[config.mk]
export PLATFORM = sky130hd
export DESIGN_NAME = wdog_keyed
export DESIGN_NICKNAME = d
export VERILOG_FILES = /design/src/rtl/wdog_pkg.sv /design/src/rtl/wdog_prescaler.sv /design/src/rtl/wdog_counter.sv /design/src/rtl/wdog_feed_seq.sv /design/src/rtl/wdog_keyed.sv
export SDC_FILE = /design/constraint.sdc
export NUM_CORES = 1
export LEC_CHECK = 0
export ABC_AREA = 1
export CORE_AREA = 2 2 92 94
export CTS_CLUSTER_DIAMETER = 50
export DETAILED_ROUTE_END_ITERATION = 10
export DIE_AREA = 0 0 94 96
export PLACE_DENSITY = 0.71
export SLEW_MARGIN = 20
export SYNTH_ARGS = -nofsm -noshare
export SYNTH_HDL_FRONTEND = slang
export SYNTH_SLANG_ARGS = --single-unit
[constraint.sdc]
create_clock -name clk -period 2.7 [get_ports clk]
set_clock_uncertainty 0.05 [all_clocks]
set_input_delay 0.405 -clock clk [delete_from_list [all_inputs] [get_ports clk]]
set_output_delay 0.405 -clock clk [all_outputs]
set_load 0.02 [all_outputs]
[src/rtl/wdog_pkg.sv]
package wdog_pkg;
  localparam int unsigned OFS_CTRL   = 'h0;
  localparam int unsigned OFS_RELOAD = 'h4;
  localparam int unsigned OFS_FEED   = 'h8;
  localparam int unsigned OFS_COUNT  = 'hC;

  localparam logic [7:0] KEY_ARM  = 8'hAA;
  localparam logic [7:0] KEY_FIRE = 8'h55;

  localparam int unsigned CTRL_EN   = 0;
  localparam int unsigned CTRL_RST  = 1;
  localparam int unsigned CTRL_FLAG = 2;

  // Masks a raw write to w bits and raises it to the floor lo.
  function automatic logic [31:0] clamp_reload(input logic [31:0] raw,
                                               input int unsigned w,
                                               input logic [31:0] lo);
    logic [31:0] v;
    v = (w >= 32) ? raw : (raw & ((32'd1 << w) - 32'd1));
    return (v < lo) ? lo : v;
  endfunction
endpackage

[src/rtl/wdog_prescaler.sv]
module wdog_prescaler #(
  parameter int unsigned DIV = 4
) (
  input  logic clk,
  input  logic rst_n,
  input  logic clear,
  input  logic run,
  output logic tick
);
  localparam int unsigned PW = (DIV > 1) ? $clog2(DIV) : 1;
  localparam logic [PW-1:0] LAST = PW'(DIV - 1);

  logic [PW-1:0] phase;

  assign tick = run && (phase == LAST);

  always_ff @(posedge clk) begin
    if (!rst_n)              phase <= '0;
    else if (clear)          phase <= '0;
    else if (phase == LAST)  phase <= '0;
    else                     phase <= phase + 1'b1;
  end

  if (DIV > 1) begin : g_chk
    assert_tick_spacing_R1: assert property (@(posedge clk) disable iff (!rst_n)
      tick |=> !tick)
      else $error("prescaled ticks on adjacent clocks");
  end
endmodule

[src/rtl/wdog_counter.sv]
module wdog_counter #(
  parameter int unsigned W       = 24,
  parameter int unsigned RST_VAL = 255
) (
  input  logic         clk,
  input  logic         rst_n,
  input  logic         load,
  input  logic [W-1:0] load_val,
  input  logic         tick,
  output logic [W-1:0] count,
  output logic         expire
);
  assign expire = tick && (count == '0);

  always_ff @(posedge clk) begin
    if (!rst_n)                count <= W'(RST_VAL);
    else if (load || expire)   count <= load_val;
    else if (tick)             count <= count - 1'b1;
  end

  assert_hold_without_tick_R1: assert property (@(posedge clk) disable iff (!rst_n)
    (!load && !tick) |=> $stable(count))
    else $error("count moved without a tick");

  assert_step_by_one_R1: assert property (@(posedge clk) disable iff (!rst_n)
    (tick && !load && count != '0) |=> (count == $past(count) - W'(1)))
    else $error("count did not step down by one");

  assert_load_value_R4: assert property (@(posedge clk) disable iff (!rst_n)
    load |=> (count == $past(load_val)))
    else $error("load did not take the reload value");
endmodule

[src/rtl/wdog_feed_seq.sv]
module wdog_feed_seq
  import wdog_pkg::*;
(
  input  logic       clk,
  input  logic       rst_n,
  input  logic       any_access,
  input  logic       feed_wr,
  input  logic [7:0] key,
  output logic       feed_ok,
  output logic       feed_bad
);
  logic armed;

  assign feed_ok  = armed && feed_wr && (key == KEY_FIRE);
  assign feed_bad = armed && feed_wr && (key != KEY_FIRE);

  always_ff @(posedge clk) begin
    if (!rst_n)                                   armed <= 1'b0;
    else if (!armed && feed_wr && key == KEY_ARM) armed <= 1'b1;
    else if (any_access)                          armed <= 1'b0;
  end

  assert_access_disarms_R5: assert property (@(posedge clk) disable iff (!rst_n)
    (armed && any_access) |=> !armed)
    else $error("key state survived an access");

  assert_arm_needs_feed_write_R4: assert property (@(posedge clk) disable iff (!rst_n)
    $rose(armed) |-> $past(feed_wr))
    else $error("armed without a feed write");
endmodule

[src/rtl/wdog_keyed.sv]
module wdog_keyed
  import wdog_pkg::*;
#(
  parameter int unsigned CNT_W      = 24,
  parameter int unsigned PRESCALE   = 4,
  parameter int unsigned MIN_RELOAD = 255,
  parameter int unsigned DATA_W     = 32,
  parameter int unsigned ADDR_W     = 4
) (
  input  logic              clk,
  input  logic              rst_n,
  input  logic              bus_wr,
  input  logic              bus_rd,
  input  logic [ADDR_W-1:0] bus_addr,
  input  logic [DATA_W-1:0] bus_wdata,
  output logic [DATA_W-1:0] bus_rdata,
  output logic              timeout_flag,
  output logic              sys_reset
);
  localparam logic [CNT_W-1:0] FLOOR = CNT_W'(MIN_RELOAD);

  logic [CNT_W-1:0] reload_q;
  logic [CNT_W-1:0] count;
  logic             mode_en, mode_rst, flag_q, running;
  logic             tick, expire, feed_ok, feed_bad;
  logic             sel_ctrl, sel_reload, sel_feed, sel_count;
  logic             unused_wdata;

  assign sel_ctrl   = (bus_addr == ADDR_W'(OFS_CTRL));
  assign sel_reload = (bus_addr == ADDR_W'(OFS_RELOAD));
  assign sel_feed   = (bus_addr == ADDR_W'(OFS_FEED));
  assign sel_count  = (bus_addr == ADDR_W'(OFS_COUNT));
  assign unused_wdata = ^bus_wdata;

  function automatic logic [CNT_W-1:0] reload_of(input logic [DATA_W-1:0] raw);
    return CNT_W'(clamp_reload(32'(raw), CNT_W, 32'(FLOOR)));
  endfunction

  wdog_feed_seq u_seq (
    .clk(clk), .rst_n(rst_n),
    .any_access(bus_wr || bus_rd),
    .feed_wr(bus_wr && sel_feed),
    .key(bus_wdata[7:0]),
    .feed_ok(feed_ok), .feed_bad(feed_bad)
  );

  wdog_prescaler #(.DIV(PRESCALE)) u_pre (
    .clk(clk), .rst_n(rst_n), .clear(feed_ok), .run(running), .tick(tick)
  );

  wdog_counter #(.W(CNT_W), .RST_VAL(MIN_RELOAD)) u_cnt (
    .clk(clk), .rst_n(rst_n), .load(feed_ok), .load_val(reload_q),
    .tick(tick), .count(count), .expire(expire)
  );

  always_ff @(posedge clk) begin
    if (!rst_n) begin
      reload_q  <= FLOOR;
      mode_en   <= 1'b0;
      mode_rst  <= 1'b0;
      flag_q    <= 1'b0;
      running   <= 1'b0;
      sys_reset <= 1'b0;
    end else begin
      if (bus_wr && sel_reload) reload_q <= reload_of(bus_wdata);
      if (bus_wr && sel_ctrl) begin
        mode_en  <= mode_en  | bus_wdata[CTRL_EN];
        mode_rst <= mode_rst | bus_wdata[CTRL_RST];
      end
      running   <= running | (feed_ok & mode_en);
      flag_q    <= flag_q | expire;
      sys_reset <= mode_rst & (expire | (feed_bad & mode_en));
    end
  end

  assign timeout_flag = flag_q;

  always_comb begin
    bus_rdata = '0;
    if (sel_ctrl) begin
      bus_rdata[CTRL_EN]   = mode_en;
      bus_rdata[CTRL_RST]  = mode_rst;
      bus_rdata[CTRL_FLAG] = flag_q;
    end else if (sel_reload) begin
      bus_rdata[CNT_W-1:0] = reload_q;
    end else if (sel_count) begin
      bus_rdata[CNT_W-1:0] = count;
    end
  end

  assert_cannot_stop_R7: assert property (@(posedge clk) disable iff (!rst_n)
    running |=> running)
    else $error("running watchdog stopped");

  assert_start_by_feed_R6: assert property (@(posedge clk) disable iff (!rst_n)
    $rose(running) |-> ($past(feed_ok) && $past(mode_en)))
    else $error("count started without an enabled feed");

  assert_flag_sticky_R9: assert property (@(posedge clk) disable iff (!rst_n)
    timeout_flag |=> timeout_flag)
    else $error("timeout flag cleared");

  assert_reset_needs_mode_R8: assert property (@(posedge clk) disable iff (!rst_n)
    sys_reset |-> $past(mode_rst))
    else $error("reset pulse without reset mode");

  assert_reload_floor_R3: assert property (@(posedge clk) disable iff (!rst_n)
    (bus_wr && sel_reload) |=> (reload_q >= FLOOR))
    else $error("reload below floor");
endmodule

=== Word-level counts from Yosys, hierarchy flattened ===
Cells that the tools add are included.

* Logic and storage cells: 55
* Register bits: 56
* Output and inout bits: 34

* Magnitude comparators: 1
* Bitwise operators: 9
* Mux-type cells: 9
* Reduce and logical (&&, ||, !) cells: 18
* Eq/ne operators: 7
* Add/subtract/negate cells: 2

{| class="wikitable"
|+ Operators by type and width
! cell !! number
|-
| 24-bit two-way mux || 5
|-
| 24-bit logical NOT || 1
|-
| 24-bit by 8-bit less-than comparator with 1-bit output, second input constant || 1
|-
| 24-bit by 1-bit subtractor with 24-bit output, second input constant || 1
|-
| 21-bit two-way mux || 1
|-
| 1-bit logical AND || 10
|-
| 4-bit == test, second input constant || 2
|-
| 8-bit by 7-bit == test with 1-bit output, second input constant || 1
|-
| 8-bit == test, second input constant || 1
|-
| 8-bit by 7-bit inequality test with 1-bit output, second input constant || 1
|-
| 1-bit OR || 5
|-
| 4-bit by 3-bit == test with 1-bit output, second input constant || 1
|-
| 4-bit logical NOT || 1
|-
| 2-bit nonzero test || 2
|-
| 1-bit bitwise AND || 3
|-
| 3-bit two-way mux || 1
|-
| 3-bit OR reduction || 1
|-
| 2-bit by 1-bit adder with 2-bit output, second input constant || 1
|-
| 2-bit == test, second input constant || 1
|-
| 1-bit logical OR || 2
|-
| 1-bit two-way mux || 2
|-
| 1-bit logical NOT || 1
|-
| 1-bit inverter || 1
|}

=== Logic depth before layout (Yosys ltp) ===
* Depth after elaboration: 7
* Mapped depth: 12

=== Cells and area by module ===
Synthesis repeated with hierarchy kept, for this count alone.

* Cells, all modules: 599
* Area, all modules: 3668.5 µm²

{| class="wikitable"
|+ Modules (own cells, without submodules)
! module !! times used !! area an instance (µm²) !! cells each !! sequential area each (µm²)
|-
| wdog_counter || 1 || 1873.0 || 305 || 480.5
|-
| wdog_keyed || 1 || 1594.0 || 259 || 580.6
|-
| wdog_feed_seq || 1 || 122.6 || 25 || 20.0
|-
| wdog_prescaler || 1 || 78.8 || 10 || 40.0
|}

=== Least setup slack after synthesis ===
Ideal clock, no wire load.

* Kind: in2out
* Start: in bus_addr[1]
* End: out bus_rdata[16]
* Stages on the path: 4
* Path slack: 0.865 ns
* Data arrival time: 1.380 ns
* Required time: 2.245 ns
* Cells stage by stage: nor2_4 > nand3_1 > clkbuf_1 > o21ai_0

* Word-level cells in the longest chain between the ends: 4
* Elaborated cells between the ends (all ways): 6

{| class="wikitable"
|+ RTL lines
! item !! RTL line !! text
|-
| from (decl) || wdog_keyed.sv:14 || <nowiki>input logic [ADDR_W-1:0] bus_addr,</nowiki>
|-
| 4-bit == test || wdog_keyed.sv:32 || <nowiki>assign sel_count = (bus_addr == ADDR_W'(OFS_COUNT));</nowiki>
|-
| 24-bit two-way mux || wdog_keyed.sv:86 || <nowiki>end else if (sel_count) begin</nowiki>
|-
| 24-bit two-way mux || wdog_keyed.sv:84 || <nowiki>end else if (sel_reload) begin</nowiki>
|-
| 21-bit two-way mux * || wdog_keyed.sv:80 || <nowiki>if (sel_ctrl) begin</nowiki>
|-
| to (decl) || wdog_keyed.sv:16 || <nowiki>output logic [DATA_W-1:0] bus_rdata,</nowiki>
|}

Mark *: on every way between the ends. The rest lies on a longest branch, timed or not.

=== Final worst setup path ===
* Start: in bus_addr[1]
* End: out bus_rdata[13]

Same word-level chain as after synthesis.

==> results.md <==
* Outcome: completed
* Syn Area/Cell at between 6 and 7 um2
* Antenna Violating Nets Remaining at 0
* DIE WIDTH at ~94 um
* Clk_lat worst skew at between 0.3 and 0.4 ns
* Maximum net fanout on the critical path at 24
* Routed len/inst at 14.35 um
* Total gr overflow at 0
* # diodes at 0
* Crit path launch: bus_addr[1]
* Reg2reg start: u_cnt.count[0]
* Cell variety after synth at 33
* First-pass GRT wire length at approximately 16000 um
* DR pass1 iterations at 5
* CTS Root Cell: clkbuf_8
* Final setup fails at 0
* CTS Buf Count at 5
* Row Count at 33
* Largest net degree at the start of global routing at 40
* Leak at 2.012 nW
* Ys flop type: dfxtp_1
* Post-Syn Instances at 549
* Max cap viols at 0
* Fmax at 375.3 MHz
* Die Y at roughly 96 um
* Final Wtd Congestion at between 0.9 and 1
* Starting Density at 0.4421
* VDD IR max at 0.2857 mV
* # hold bufs at CTS at 0
* Clk sinks at 56
* Dominant cell type by area after synthesis: dfxtp_1
* Critical Path AT at approximately 2.2 ns
* Critical Path RT at 2.25 ns
* PortBufs at between 50 and 60
* Register area share after synthesis at 0.3149
* Most frequent cells in the layout: nand2_1, nor2_1, inv_1, dfxtp_1, clkdlybuf4s50_1
* Initial DRC Count at between 200 and 250
* Startpoint Class: primary input
* Area Growth Syn to Fin at 22.71%
* Final Hold Viols at 0
* Share of cells above drive strength 1 at 0.09587
* Cell area after synthesis at 3560 um2
* Die footprint at between 9000 and 10000 um2
* Fin crit share at 0.9867
* Antenna violations before repair at 0
* Post-CTS Setup Bufs at 0
* Via count of the routed design at between 3000 and 4000
* Post-synth EDFFs at 0
* Number of H-tree levels at 2
* Crit Path Class: in2out
* Slew Limit Fails at 0
* Remaining DRCs at 0
* RSZ-0062 raised after global routing: false
* Nets at ~650
* Most common cell after layout, fill and taps aside: nand2_1
* Pwr Density at about 360 nW/um2
* Fin Setup TNS at 0 ns
* R2R setup slack at roughly 0.74 ns
* Core outline area at just over 8000 um2
* Fin util at 0.5425
* Drt total wl at between 10000 and 15000 um
* DP HPWL at 7695 um
* # IOs at 74
* Clock slew at reported path FFs at roughly 0.10 ns
* Synth Register Bits at 56
* Via-to-Cell Ratio at approximately 5.3
* Synth top area share at 0.3149
* CTS max path bufs at 2
* CTS tree: built
* Fraction of registers with async set or reset after synthesis at 0
* Hold WC Path Type: reg2reg
* Synth area leaders: dfxtp_1, nand2_1, nor2_1, inv_1, o21ai_0
* Worst Max-Slew Pin Slew at between 0.5 and 0.6 ns
* All-layer global routing usage at 0.2284
* Endpoint class of the critical path: primary output
* Vias in the first global route at between 3000 and 4000
* Slew headroom at 0.6435
* Min-delay src: u_pre.phase[0]
* Ys Warns at 0
* Final min period at roughly 2.7 ns
## logic make-up after synthesis
family | synth area share
compound gates | 0.1575
xor+xnor | 0.02953
fa+ha+maj | 0.01055
buf+inv | 0.1227
flops | 0.3149
other cells | 0.001053
simple gates | 0.3638
## path summary, 6_finish.rpt
check	endpoint	depth (start not counted)
setup / recovery	bus_rdata[13]	6
hold / removal	u_pre.phase[0]	1
setup reg to reg	u_cnt.count[7]	9
hold reg to reg	u_pre.phase[0]	1
## Yosys cell counts, types with 9 or more instances
| master | count |
|---|---|
| dfxtp_1 | 56 |
| nand3_1 | 32 |
| o21ai_0 | 40 |
| inv_1 | 67 |
| xor2_1 | 12 |
| a21oi_1 | 31 |
| nor2_1 | 79 |
| nand4_1 | 15 |
| o22ai_1 | 11 |
| nand2_1 | 119 |
| buf_4 | 9 |
| nor2_2 | 10 |
## sequential cells by signal, indices dropped and copies added (netlist names)
| register | cells |
|---|---|
| reload_q | 24 |
| u_seq.armed | 1 |
| running | 1 |
| u_cnt.count | 24 |
| sys_reset | 1 |
| mode_en | 1 |
| u_pre.phase | 2 |
| timeout_flag | 1 |
| mode_rst | 1 |
## cell type report
class,count,area [um2]
clock buffer,5,68.82
clock inverter,3,46.29
fill,819,3684
inverter,73,274.0
multi-input combinational,402,2031
sequential,56,1121
tap,105,131.4
timing repair buffer,66,695.7
## power breakdown
| part | leakage, nW | total [mW] | switching (mW) | internal (mW) |
|---|---|---|---|---|
| registers | 0.453 | 0.846 | 0.00927 | 0.837 |
| clock network | 0.0548 | 0.578 | 0.298 | 0.280 |
| logic | 1.50 | 0.162 | 0.0867 | 0.0753 |
| total | 2.01 | 1.59 | 0.394 | 1.19 |
## through the flow
step                      total power [mW]  area (um2)  setup WS, ns  cells  hold slack (ns)
after floorplan                     0.9450        3586        0.8648    556           0.3474
after global placement               1.024        4233       0.01925    702           0.3550
after detailed placement             1.027        4233      -0.02676    702           0.3652
after CTS                            1.594        4343     0.0003544    710           0.3789
after global routing                 1.643        4368      0.001638    710           0.4013
final                                1.586        4368       0.03578    710           0.3779
## worst max-delay path, stage by stage
cell             delay (ns)
clkdlybuf4s50_1        0.47
nor2_4                 0.18
nand3_1                0.13
buf_12                 0.19
o22ai_1                0.19
clkdlybuf4s50_1        0.64
## metal layers
layer / share of wire / global-route usage / routed length [um] / vias up
li1: - / - / - / 1867
met1: 0.46 / 0.3197 / 4668 / 1743
met2: 0.46 / 0.3738 / 4694 / 147
met3: 0.069 / 0.02976 / 699 / 11
met4: 0.013 / 0.05676 / 130 / 0
met5: 0 / 0 / 0 / -
## what timing repair did
| action | in CTS | in global routing |
|---|---|---|
| hold endpoints to repair | 0 | 0 |
| resized for setup | 4 | 10 |
| setup endpoints to repair | 4 | 10 |
Power figures use the tool's default switching activity.
